`src/rtl/mps_pkg.sv`:
```
package mps_pkg;
    typedef enum logic {
        PM_RUN  = 1'b0,
        PM_SAVE = 1'b1
    } pmode_e;
endpackage

```
`src/rtl/mps_clk_sync.sv`:
```
module mps_clk_sync #(
    parameter int STAGES = 2
) (
    input  logic clk_i,
    input  logic rst_ni,
    input  logic async_i,
    output logic edge_o
);
    localparam int DEPTH = STAGES + 1;

    logic [DEPTH-1:0] sh_d, sh_q;

    always_comb begin
        sh_d = {sh_q[DEPTH-2:0], async_i};
    end

    always_ff @(posedge clk_i) begin
        if (!rst_ni) sh_q <= '0;
        else         sh_q <= sh_d;
    end

    // a transition seen on the synchronised copy
    assign edge_o = sh_q[DEPTH-1] ^ sh_q[DEPTH-2];
endmodule

```
`src/rtl/mps_loss_timer.sv`:
```
module mps_loss_timer #(
    parameter int LOSS_CYC = 250
) (
    input  logic clk_i,
    input  logic rst_ni,
    input  logic edge_i,
    output logic timeout_o
);
    localparam int CNT_W = $clog2(LOSS_CYC + 1);
    localparam logic [CNT_W-1:0] LAST = CNT_W'(LOSS_CYC - 1);

    logic [CNT_W-1:0] cnt_d, cnt_q;

    always_comb begin
        if (edge_i)            cnt_d = '0;
        else if (cnt_q == LAST) cnt_d = cnt_q;
        else                   cnt_d = cnt_q + 1'b1;
    end

    always_ff @(posedge clk_i) begin
        if (!rst_ni) cnt_q <= '0;
        else         cnt_q <= cnt_d;
    end

    assign timeout_o = !edge_i && (cnt_q == LAST);
endmodule

```
`src/rtl/mps_regfile.sv`:
```
module mps_regfile #(
    parameter int NUM_REGS = 4,
    parameter int DATA_W   = 8,
    parameter int VOL_IDX  = 0
) (
    input  logic                        clk_i,
    input  logic                        rst_ni,
    input  logic                        wr_en_i,
    input  logic [$clog2(NUM_REGS)-1:0] wr_addr_i,
    input  logic [DATA_W-1:0]           wr_data_i,
    input  logic [$clog2(NUM_REGS)-1:0] rd_addr_i,
    output logic [DATA_W-1:0]           rd_data_o,
    output logic [DATA_W-1:0]           vol_reg_o
);
    logic [DATA_W-1:0] regs_d [NUM_REGS];
    logic [DATA_W-1:0] regs_q [NUM_REGS];

    always_comb begin
        for (int i = 0; i < NUM_REGS; i++) begin
            regs_d[i] = regs_q[i];
            if (wr_en_i && (int'(wr_addr_i) == i)) regs_d[i] = wr_data_i;
        end
    end

    generate
        for (genvar g = 0; g < NUM_REGS; g++) begin : g_reg
            always_ff @(posedge clk_i) begin
                if (!rst_ni) regs_q[g] <= '0;
                else         regs_q[g] <= regs_d[g];
            end
        end
    endgenerate

    assign rd_data_o = regs_q[rd_addr_i];
    assign vol_reg_o = regs_q[VOL_IDX];
endmodule

```
`src/rtl/mclk_pwrsave.sv`:
```
module mclk_pwrsave
    import mps_pkg::*;
#(
    parameter int NUM_REGS    = 4,
    parameter int DATA_W      = 8,
    parameter int VOL_IDX     = 0,
    parameter int LOSS_CYC    = 250,
    parameter int SYNC_STAGES = 2,
    parameter logic [7:0] MUTE_VAL = 8'h00
) (
    input  logic                        clk_i,
    input  logic                        rst_ni,
    input  logic                        mclk_i,
    input  logic                        wr_en_i,
    input  logic [$clog2(NUM_REGS)-1:0] wr_addr_i,
    input  logic [DATA_W-1:0]           wr_data_i,
    input  logic [$clog2(NUM_REGS)-1:0] rd_addr_i,
    output logic [DATA_W-1:0]           rd_data_o,
    input  logic                        vol_upd_i,
    output logic                        dac_pd_o,
    output logic                        flt_rst_o,
    output logic [DATA_W-1:0]           vol_o
);
    localparam logic [DATA_W-1:0] MUTE = DATA_W'(MUTE_VAL);

    typedef struct packed {
        pmode_e            mode;
        logic              pd;
        logic              frst;
        logic [DATA_W-1:0] vol;
    } ctl_t;

    ctl_t ctl_d, ctl_q;

    logic              mclk_edge;
    logic              loss_tmo;
    logic [DATA_W-1:0] vol_reg;

    mps_clk_sync #(.STAGES(SYNC_STAGES)) u_sync (
        .clk_i   (clk_i),
        .rst_ni  (rst_ni),
        .async_i (mclk_i),
        .edge_o  (mclk_edge)
    );

    mps_loss_timer #(.LOSS_CYC(LOSS_CYC)) u_timer (
        .clk_i     (clk_i),
        .rst_ni    (rst_ni),
        .edge_i    (mclk_edge),
        .timeout_o (loss_tmo)
    );

    mps_regfile #(
        .NUM_REGS (NUM_REGS),
        .DATA_W   (DATA_W),
        .VOL_IDX  (VOL_IDX)
    ) u_regs (
        .clk_i     (clk_i),
        .rst_ni    (rst_ni),
        .wr_en_i   (wr_en_i),
        .wr_addr_i (wr_addr_i),
        .wr_data_i (wr_data_i),
        .rd_addr_i (rd_addr_i),
        .rd_data_o (rd_data_o),
        .vol_reg_o (vol_reg)
    );

    always_comb begin
        ctl_d = ctl_q;
        if (mclk_edge)     ctl_d.mode = PM_RUN;
        else if (loss_tmo) ctl_d.mode = PM_SAVE;

        ctl_d.pd   = (ctl_d.mode == PM_SAVE);
        ctl_d.frst = (ctl_d.mode == PM_SAVE);

        if (ctl_d.mode == PM_SAVE)
            ctl_d.vol = MUTE;
        else if (vol_upd_i && ctl_q.mode == PM_RUN)
            ctl_d.vol = vol_reg;
    end

    always_ff @(posedge clk_i) begin
        if (!rst_ni) begin
            ctl_q.mode <= PM_RUN;
            ctl_q.pd   <= 1'b0;
            ctl_q.frst <= 1'b0;
            ctl_q.vol  <= MUTE;
        end else begin
            ctl_q <= ctl_d;
        end
    end

    assign dac_pd_o  = ctl_q.pd;
    assign flt_rst_o = ctl_q.frst;
    assign vol_o     = ctl_q.vol;
endmodule

```
`config.mk`:
```
export PLATFORM = sky130hd
export DESIGN_NAME = mclk_pwrsave
export DESIGN_NICKNAME = d
export VERILOG_FILES = /design/src/rtl/mps_pkg.sv /design/src/rtl/mps_clk_sync.sv /design/src/rtl/mps_loss_timer.sv /design/src/rtl/mps_regfile.sv /design/src/rtl/mclk_pwrsave.sv
export SDC_FILE = /design/constraint.sdc
export NUM_CORES = 1
export LEC_CHECK = 0
export BUFFER_PORTS_ARGS = -buffer_cell sky130_fd_sc_hd__buf_2
export CORE_ASPECT_RATIO = 1.5
export CORE_MARGIN = 5
export CORE_UTILIZATION = 50
export DETAILED_ROUTE_END_ITERATION = 12
export MAX_ROUTING_LAYER = met4
export PLACE_DENSITY = 0.7
export RECOVER_POWER = 100
export SYNTH_ARGS = -nofsm -noshare
export SYNTH_HDL_FRONTEND = slang
export SYNTH_HIERARCHICAL = 1
export SYNTH_SLANG_ARGS = --single-unit
```
`constraint.sdc`:
```
create_clock -name clk_i -period 1.45 [get_ports clk_i]
set_input_delay 0.145 -clock clk_i [delete_from_list [all_inputs] [get_ports clk_i]]
set_output_delay 0.145 -clock clk_i [all_outputs]
set_load 0.05 [all_outputs]
```
# [Word-level counts from Yosys, hierarchy flattened]
# Memories as Yosys holds them, arrays and structs flattened.
# Cells that the tools add are included.
[word_totals] n_memories=1 regBits=20 mem_bits_rw=32
[classes] bitwise_logic=7 addsub=1 n_eq_ne=7 mux=12 n_reduce_logical=13
[mem_list] name="u_regs.regs_q" words=4 word_bits=8 read_ports=2 rd_clocked_by_memory_dff=0 write_ports=4 line_no="mps_regfile.sv:16" rtl="logic [DATA_W-1:0] regs_q [NUM_REGS];"
[op_table] operator="2-to-1 mux 8 bit" n=8
[op_table] operator="adder 8 x 1 -> 8 bit (second input constant)" n=1
[op_table] operator="== test 8 bit (second input constant)" n=1
[op_table] operator="logical AND 1 bit" n=6
[op_table] operator="AND reduction 2 bit" n=3
[op_table] operator="== test 2 bit (second input constant)" n=2
[op_table] operator="2-to-1 mux 1 bit" n=4
[op_table] operator="OR 1 bit" n=4
[op_table] operator="OR reduction 2 bit" n=2
[op_table] operator="inequality test 1 bit (second input constant)" n=3
[op_table] operator="== test 2 x 1 -> 1 bit (second input constant)" n=1
[op_table] operator="logical NOT 2 bit" n=1
[op_table] operator="inverter 1 bit" n=2
[op_table] operator="logical NOT 1 bit" n=1
[op_table] operator="bitwise XOR 1 bit" n=1

# [Logic depth before layout (Yosys ltp)]
[depth] ltp_word=6 ltp_mapped=8 mapped_depth_nobuf=8

# [Hierarchy]
# Netlist, hierarchy kept.
[modules_own_cells] module="mps_regfile" instances=1 cells_per_inst=103 area_per_inst_um2=1463.9
[modules_own_cells] module="mps_loss_timer" instances=1 cells_per_inst=42 area_per_inst_um2=377.9
[modules_own_cells] module="mclk_pwrsave" instances=1 cells_per_inst=32 area_per_inst_um2=336.6
[modules_own_cells] module="mps_clk_sync" instances=1 cells_per_inst=7 area_per_inst_um2=88.8

# [Least setup slack after synthesis]
# No wires, ideal clock.
[synth_timing] kind="flip-flop to flip-flop" startpoint="register u_timer.cnt_q[0]" endpoint="register, netlist name vol_o[0]" setup_ps=121 t_arrival_ps=1282 n_path_buf=0 path_stages_with_launch=8 period_less_slack_ps=1403 slack_ps=47 cell_sequence="dfxtp_1 ha_1 nand3b_1 or2_1 nor2_1 o21bai_1 nand2_1 nor2_1"
[synth_between] elab_chain_len=5
[synth_rtl] item="start, declared" line_no="mps_loss_timer.sv:12" rtl="logic [CNT_W-1:0] cnt_d, cnt_q;"
[synth_rtl] item="start signal, assigned" line_no="mps_loss_timer.sv:22" rtl="else cnt_q <= cnt_d;"
[synth_rtl] item="== test 8 bit" line_no="mps_loss_timer.sv:25" rtl="assign timeout_o = !edge_i && (cnt_q == LAST);"
[synth_rtl] item="logical AND 1 bit" line_no="mps_loss_timer.sv:25"
[synth_rtl] item="via loss_tmo" line_no="mclk_pwrsave.sv:36" rtl="logic loss_tmo;"
[synth_rtl] item="2-to-1 mux 1 bit" line_no="mclk_pwrsave.sv:71" rtl="else if (loss_tmo) ctl_d.mode = PM_SAVE;"
[synth_rtl] item="2-to-1 mux 1 bit" line_no="mclk_pwrsave.sv:70" rtl="if (mclk_edge) ctl_d.mode = PM_RUN;"
[synth_rtl] item="OR reduction 2 bit (no line)"
# The timed path passes the listed nets, and every way through them passes these cells.
# A chain may end at the register's enable or synchronous reset.

==> impl_metrics.tcl <==
set metrics [dict create \
    skew_ns 0.00645 \
    relSlewSlack_pct 54.2 \
    place_area_mm2 0.00256 \
    synth-edff-count 24 \
    via_per_inst 5.31 \
    clockRootBuffer "clkbuf_8" \
    violations "negative setup slack" \
    max_freq_mhz 674 \
    drt_iter0_drc 104 \
    portBuffers 34 \
    grt_pass1_wl_mm 7.31 \
    synth-main-ff-cell "dfxtp_1" \
    finalCritPeriodShare_pct 102 \
    ys_types 32 \
    drv_slew 0 \
    final_cells 284 \
    ant_nets 0 \
    path_max_fanout 1 \
    hpwl_mm 3.24 \
    totalWireLength_mm 4.31 \
    dieWidth_um 65.0 \
    drc 0 \
    synthTopCellsByArea "edfxtp_1, dfxtp_1, mux4_2" \
    synth_fa_ha_area_share_pct 1.10 \
    grt_max_degree 16 \
    clk_pin_slew_worst_paths_ns 0.09 \
    grt_pass1_vias 1503 \
    grt-ovfl-total 0 \
    synth_compound_area_share_pct 2.65 \
    antenna_found_initial 0 \
    critical_path_class "reg2out" \
    hold_buffers 0 \
    min_period_ns 1.48 \
    r2r-end "vol_o[2]" \
    first_pass_iters 4 \
    start_util_pct 50.8 \
    finalSetupTns_ns -0.152 \
    dp_cells 275 \
    vdd_drop_max_uv 653 \
    cp_slowest_stage_delay_ns 0.49 \
    worstPathRequired_ns 1.31 \
    total_power_w 0.00281 \
    yosysWarnings 6 \
    die_area_mm2 0.00601 \
    syn_area_per_cell_um2 12.3 \
    whs_endpoint "u_sync/sh_q[0]" \
    n_antenna_cell 0 \
    cts_buffers 5 \
    ys_ff_latch 52 \
    vias 1508 \
    muxShareOfSynthArea_pct 15.0 \
    synth-simple-area-share_pct 20.1 \
    rsz0062_at_grt "yes" \
    cts_tree "yes" \
    reg2reg_depth 8 \
    area.growth.synth_to_final_pct 17.3 \
    gp_congestion 0.831 \
    power_density_mw_per_mm2 1060 \
    dieHeight_um 92.5 \
    cts_sinks 52 \
    fin_ws_ns -0.0345 \
    cp-end-kind "output port" \
    core-area_mm2 0.00447 \
    drv_cap 0 \
    crit_path_start_kind "flip-flop" \
    synth_xor_area_share_pct 1.55 \
    r2r_start "u_timer/cnt_q[1]" \
    worst-r2r-setup-slack_ns 0.05 \
    slowest_stage "mux4_2" \
    synth_cells 184 \
    track_usage_pct 16.3 \
    synth_area_leader_cell "edfxtp_1" \
    place_ws_ns 0.0213 \
    yosysTopAreaCellShare_pct 31.8 \
    worst_pin_slew_ns 0.686 \
    cts_buffer_depth 2 \
    cp_cell_sequence "mux4_2, buf_6" \
    hold_path.class "in2reg" \
    clock_latency_ns 0.30 \
    critPathArrivalTime_ns 1.34 \
    ios 35 \
    synth_seq_area_share_pct 56.5 \
    outcome "finished with violations" \
    p_leak_nw 1.04 \
    drive_above_1_share_pct 25.0 \
    setup_viol 8 \
    synth_async_sr_flop_share_pct 0 \
    min-delay-start "mclk_i" \
    htreeDepth 2 \
    worstHoldPathCells 2 \
    syn_area_mm2 0.00227 \
    layout.nets 254 \
    finalHoldViolCount 0 \
    synth_top_family_by_area "simple AND/OR/NAND/NOR gates" \
    design_area_mm2 0.00266 \
    syn-num-nets 203 \
    wl_per_cell_um 15.2 \
    rows 30 \
]
power breakdown:
group | internal (W) | switching [W] | leakage [nW]
logic | 0.000158 | 0.000241 | 0.536
clock network | 0.000337 | 0.000444 | 0.0432
registers | 0.00161 | 0.0000252 | 0.464
critical path, delay by kind of cell (launching register included):
| family | cells | cell delay (ns) |
|---|---|---|
| DFF | 1 | 0.38 |
| muxes | 1 | 0.49 |
| buffers and inverters | 1 | 0.17 |
worst max path at each step:
stage	start	end	slack, ns	cells past startpoint
floorplan	u_timer/cnt_q[0]	vol_o[0]	0.05	7
global placement	u_timer/cnt_q[1]	vol_o[6]	0.09	8
detailed placement	u_timer/cnt_q[1]	vol_o[5]	0.02	8
CTS	u_regs/regs_q[3][3]	rd_data_o[3]	-0.04	2
global route	u_timer/cnt_q[1]	vol_o[2]	-0.09	8
finish	u_regs/regs_q[3][2]	rd_data_o[2]	-0.03	2
stage by stage:
step	utilization [%]	hold WS, ns
after floorplan	-	0.257
after global placement	57.2	0.371
after detailed placement	57.2	0.369
after CTS	60.2	0.0551
after global routing	59.6	0.0720
final	59.6	0.0645
cells in the final DEF, fill, tap and decap left out, drive strengths merged, types with 3 or more instances in the layout:
| cell | netlist | routed |
|---|---|---|
| or3 | 3 | 3 |
| dfxtp | 28 | 28 |
| o21ai | 5 | 5 |
| and2 | 27 | 27 |
| mux2i | 16 | 16 |
| edfxtp | 24 | 24 |
| xor2 | 4 | 4 |
| buf | 6 | 32 |
| nand3 | 4 | 4 |
| inv | 2 | 3 |
| clkbuf | 1 | 25 |
| mux4 | 8 | 8 |
| a21oi | 3 | 3 |
| nand2 | 22 | 22 |
| nor2 | 12 | 12 |
routing by layer:
layer  part of all wire, %  track usage, %  vias up
met5                     0               -        -
met4                  0.90            5.82        0
met3                   4.2            3.16        4
met2                    51            26.8       32
met1                    44            19.9      727
li1                      -               -      745
cells in the mapped netlist, types with 2 or more instances:
| master | n |
|---|---|
| nand3_1 | 4 |
| and2_1 | 26 |
| mux4_2 | 8 |
| ha_1 | 2 |
| o21ai_0 | 5 |
| nor2_1 | 12 |
| or3_1 | 3 |
| buf_4 | 3 |
| inv_1 | 2 |
| a21oi_1 | 3 |
| nor3_1 | 2 |
| dfxtp_1 | 28 |
| mux2i_1 | 16 |
| buf_6 | 3 |
| xor2_1 | 4 |
| and4b_1 | 2 |
| nand3b_1 | 2 |
| edfxtp_1 | 24 |
| nand2_1 | 22 |
cell families after synthesis:
kind of cell | Yosys count
and+or+nand+nor | 83
DFF | 52
muxes | 24
AOI/OAI and AO/OA | 10
buffers and inverters | 9
xor gates and xnor gates | 4
adders and majority gates | 2
cell type report:
| cell class | instances | area, um2 |
|---|---|---|
| clock buffer | 6 | 72.6 |
| clock inverter | 2 | 10.0 |
| fill | 391 | 1810 |
| inverter | 2 | 7.51 |
| multi-input combinational | 123 | 911 |
| sequential | 52 | 1280 |
| tap | 48 | 60.1 |
| timing repair buffer | 51 | 317 |
registers in the layout, summed over array words and instances, names as in the netlist:
name and cells:
flt_rst_o 1, u_regs/regs_q 32, u_sync/sh_q 3, u_timer/cnt_q 8, vol_o 8
what timing repair did:
item,CTS,global route
pin swaps,0,9
setup buffers,0,1
resized for setup,16,4
cloned,0,0
setup endpoints to repair,8,16
Note: power is estimated with default switching activity, not from simulation.
